--- config.mk ---
export PLATFORM = sky130hd
export DESIGN_NAME = rev_cla_adder
export DESIGN_NICKNAME = d
export VERILOG_FILES = /design/src/rtl/rev_cla_adder.sv
export SDC_FILE = /design/constraint.sdc
export NUM_CORES = 1
export LEC_CHECK = 0
export ABC_CLOCK_PERIOD_IN_PS = 3660
export BUFFER_PORTS_ARGS = -buffer_cell sky130_fd_sc_hd__buf_2
export CORE_MARGIN = 4
export CORE_UTILIZATION = 34
export DETAILED_ROUTE_END_ITERATION = 16
export PLACE_DENSITY_LB_ADDON = 0.25
export SLEW_MARGIN = 15
export SYNTH_ARGS = -nofsm -noshare
export SYNTH_HDL_FRONTEND = slang
export SYNTH_SLANG_ARGS = --single-unit
--- constraint.sdc ---
create_clock -name vclk -period 3.66
set_input_delay 0.549 -clock vclk [all_inputs]
set_output_delay 0.549 -clock vclk [all_outputs]
set_load 0.005 [all_outputs]
--- src/rtl/rev_cla_adder.sv ---
module rev_cla_adder #(
  parameter int WIDTH     = 16,
  parameter bit USE_PERES = 1'b0
) (
  input  logic [WIDTH-1:0]   a_i,
  input  logic [WIDTH-1:0]   b_i,
  input  logic               c_i,
  output logic [WIDTH-1:0]   sum_o,
  output logic               cout_o,
  output logic [2*WIDTH-1:0] garb_o
);
  localparam int SLICES = WIDTH / 4;

  // line order: [2] first control, [1] second line, [0] target
  function automatic logic [2:0] ccnot(input logic x, input logic y, input logic z);
    return {x, y, (x & y) ^ z};
  endfunction

  function automatic logic [2:0] peres(input logic x, input logic y, input logic z);
    return {x, x ^ y, (x & y) ^ z};
  endfunction

  function automatic logic and2(input logic x, input logic y);
    logic [2:0] t;
    t = USE_PERES ? peres(x, y, 1'b0) : ccnot(x, y, 1'b0);
    return t[0];
  endfunction

  function automatic logic xor2(input logic x, input logic y);
    logic [2:0] t;
    if (USE_PERES) begin
      t = peres(x, y, 1'b0);
      return t[1];
    end else begin
      t = ccnot(1'b1, x, y);
      return t[0];
    end
  endfunction

  logic [SLICES:0] chain;
  assign chain[0] = c_i;
  assign cout_o   = chain[SLICES];

  for (genvar s = 0; s < SLICES; s++) begin : g_slice
    logic [3:0] gen, prp, one;
    logic [4:0] cy;

    for (genvar i = 0; i < 4; i++) begin : g_pg
      localparam int N = 4 * s + i;
      if (USE_PERES) begin : g_per
        logic [2:0] o;
        assign o         = peres(a_i[N], b_i[N], 1'b0);
        assign garb_o[N] = o[2];
        assign prp[i]    = o[1];
        assign gen[i]    = o[0];
        assign one[i]    = 1'b0;
      end else begin : g_tof
        logic [2:0] o1, o2;
        assign o1        = ccnot(a_i[N], b_i[N], 1'b0);
        assign o2        = ccnot(1'b1, o1[2], o1[1]);
        assign gen[i]    = o1[0];
        assign garb_o[N] = o2[1];
        assign prp[i]    = o2[0];
        assign one[i]    = o2[2];
      end
    end

    always_comb begin
      logic acc, pr, cin;
      cin   = chain[s];
      cy    = '0;
      cy[0] = cin;
      for (int j = 1; j <= 4; j++) begin
        acc = gen[2'(j - 1)];
        for (int k = j - 2; k >= -1; k--) begin
          pr = (k >= 0) ? gen[2'(k)] : cin;
          for (int m = k + 1; m < j; m++) pr = and2(prp[2'(m)], pr);
          acc = xor2(pr, acc);
        end
        cy[3'(j)] = acc;
      end
    end

    assign chain[s+1] = cy[4];

    for (genvar i = 0; i < 4; i++) begin : g_sum
      localparam int N = 4 * s + i;
      logic [2:0] o;
      if (USE_PERES) begin : g_per
        assign o                 = peres(cy[i], prp[i], 1'b0);
        assign sum_o[N]          = o[1];
        assign garb_o[WIDTH + N] = o[0];
      end else begin : g_tof
        assign o                 = ccnot(one[i], cy[i], prp[i]);
        assign sum_o[N]          = o[0];
        assign garb_o[WIDTH + N] = o[2];
      end
    end
  end
endmodule


== Word-level counts from Yosys, hierarchy flattened ==
Index checks and enable logic that the tools add are counted.

* Input bits: 33
* Flip-flop bits (word level): 0
* Word-level logic and storage cells: 45

* Bitwise gates (word level): 45

{| class="wikitable"
|+ Operator list
! operator !! count
|-
| $xor 1x1->1 || 31
|-
| $and 1x1->1 || 14
|}

== Logic depth before layout (Yosys ltp) ==
* Depth in word-level cells: 5
* Depth in mapped cells: 5
* Mapped depth without buffers: 5

== Worst setup path before layout ==
No wires, ideal clock.

* Path type: input -> output
* Start: in a_i[8]
* End: out sum_o[10]
* Slack: 1.693 ns
* Stages: 4
* Arrival time: 1.418 ns
* Path buffers: 0
* Data required time: 3.111 ns
* Path through: ha_1 > fa_1 > xnor2_1 > xnor2_1

* Word-level cells in the longest chain between the ends: 4

{| class="wikitable"
|+ Ends and longest elaborated chain
! element !! RTL line !! text
|-
| from (decl) || 5 || <nowiki>input logic [WIDTH-1:0] a_i,</nowiki>
|-
| $and 1x1->1 (2 in series) || 16 || <nowiki>return {x, y, (x & y) ^ z};</nowiki>
|-
| $xor 1x1->1 (2 in series) || 16 ||
|-
| to (decl) || 8 || <nowiki>output logic [WIDTH-1:0] sum_o,</nowiki>
|}

Every way passes these cells.

== Worst setup path after layout ==
Same ends and word-level chain as after synthesis.

==> reports/metrics.yaml <==
status:
  outcome: "complete, no violations"
timing:
  fin_crit_ns: 2.23
  final_hold_viol_count: 0
  fmax_mhz: 449
  slew_violations: 0
  setup_viol: 0
  finalSetupTns_ns: 0
  rsz0062_at_grt: "no"
  min_period_over_period: 0.608
  setup_slack_ns: 1.43
cells_and_area:
  fin_nets: 157
  layout_common_cells: "65 x buf_2, 17 x conb_1, 10 x xnor2_1, 6 x ha_1, 5 x xor2_1"
  syn_to_final_growth_pct: 27.5
  antenna_cells: 0
  finalInstanceArea_um2: 714
  clkbuf_count: 0
  regArea_um2: 0
  drive_above_1_share: 0.580
  design.seq.count: 0
  fillCellCount: 171
  final_common_cell: "buf_2"
placement:
  dp_hpwl_um: 1240
  placedInstanceArea_um2: 714
  globalplace.congestion: 0.617
  port_buffers: 65
  place_ws_ns: 1.43
route:
  wl_per_cell_um: 9.70
  wirelength_um: 1240
  dr.pass1.iters: 1
  ant_nets: 0
  drc: 0
  vias_per_cell: 3.75
  drt_iter0_markers: 0
  vias: 480
hold_path:
  worstHoldEndpoint: "garb_o[1]"
  hp-class: "input pin to primary output"
  min_from: "a_i[1]"
  worstHoldPathCells: 2
global_routing:
  grt_max_degree: 4
  grt_pass1_vias: 428
  grt_remaining_overflow: 0
  grt_pass1_wl_um: 1820
  track_usage: 0.0885
  antenna_found_initial: 0
critical_path:
  crit_path_max_incr_delay_ns: 0.39
  cp_data_required_time_ns: 3.11
  crit_fanout: 2
  worst_path_dominant_cell_family: "adder cells"
  critPathBufInv: 2
  cp_slowest_cell: "fa_1"
  critPathArrivalTime_ns: 1.68
  cp_cell_sequence: "buf_2, ha_1, fa_1, xnor2_1, xnor2_1, buf_2"
  worstSetupEndpointType: "primary output"
  start_kind: "input pin"
  critical_path_class: "input pin to primary output"
power_and_ir_drop:
  finalPower_mw: 0.100
  max-vdd-ir-drop_mv: 0.0627
  powerDensity_mw_per_mm2: 141
  p_leak_nw: 0.456
die:
  core_mm2: 0.00152
  dieArea_mm2: 0.00236
  rows: 14
  die_w_um: 48.6
  initial_core_util: 0.368
  die_h_um: 48.6
  ios: 82
clock_network:
  cts_resized: 0
  cts_hold_buf: 0
  cts_setup_buffers: 0
job:
  maxCapViolCount: 0
synth:
  avgSynthCellArea_um2: 8.62
  yosysSeqAreaShare: 0
  syn_inst: 65
  yosysWarnings: 0
  synth_area_um2: 561
  yosys.cell_types.count: 8
## where the power goes
group | internal, mW | switching, mW
sequential | 0 | 0
combinational | 0.0548 | 0.0456
clock | 0 | 0
total | 0.0548 | 0.0456
## worst max-delay path by stage
stage	startpoint	endpoint	slack, ns	depth (start not counted)
2_1_floorplan	a_i[8]	sum_o[10]	1.69	4
5_1_grt	a_i[4]	sum_o[6]	1.32	6
3_3_place_gp	a_i[4]	sum_o[6]	1.46	6
3_5_place_dp	a_i[8]	sum_o[10]	1.43	6
6_report	a_i[8]	sum_o[10]	1.43	6
4_1_cts	a_i[8]	sum_o[10]	1.43	6
## layer usage
metal,GRT usage,up-vias,share of wire
met1,0.0830,205,0.25
met5,0,-,0
met4,0,0,0
met3,0.0153,0,0.14
met2,0.198,35,0.61
li1,-,240,-
## through the flow
step	hold WS, ns	std cells	util
floorplan	1.15	80	-
detailed placement	1.29	128	0.469
CTS	1.29	128	0.469
global placement	1.28	128	0.469
global route	1.30	128	0.469
finish	1.29	128	0.469
## Yosys cell counts
master	number	area (µm²)
buf_4	33	248
conb_1	2	7.51
fa_1	4	80.1
ha_1	6	75.1
inv_1	4	15.0
nand2_1	1	3.75
xnor2_1	10	87.6
xor2_1	5	43.8
## kinds of logic (layout without fill, tap and decap cells)
group                      Yosys count  in the layout  synth area share
and+or+nand+nor                      1              1           0.00669
adders and majority gates           10             10             0.277
xor gates and xnor gates            15             15             0.234
buffers and inverters               37             69             0.469
other                                2             17            0.0134
## cell type report
class | instances | area [µm²] | share of cell area
multi-input cells | 43 | 354 | 0.496
repair buffers | 65 | 325 | 0.455
well taps | 16 | 20.0 | 0.0280
inverters | 4 | 15.0 | 0.0210
Power figures use the tool's default switching activity.
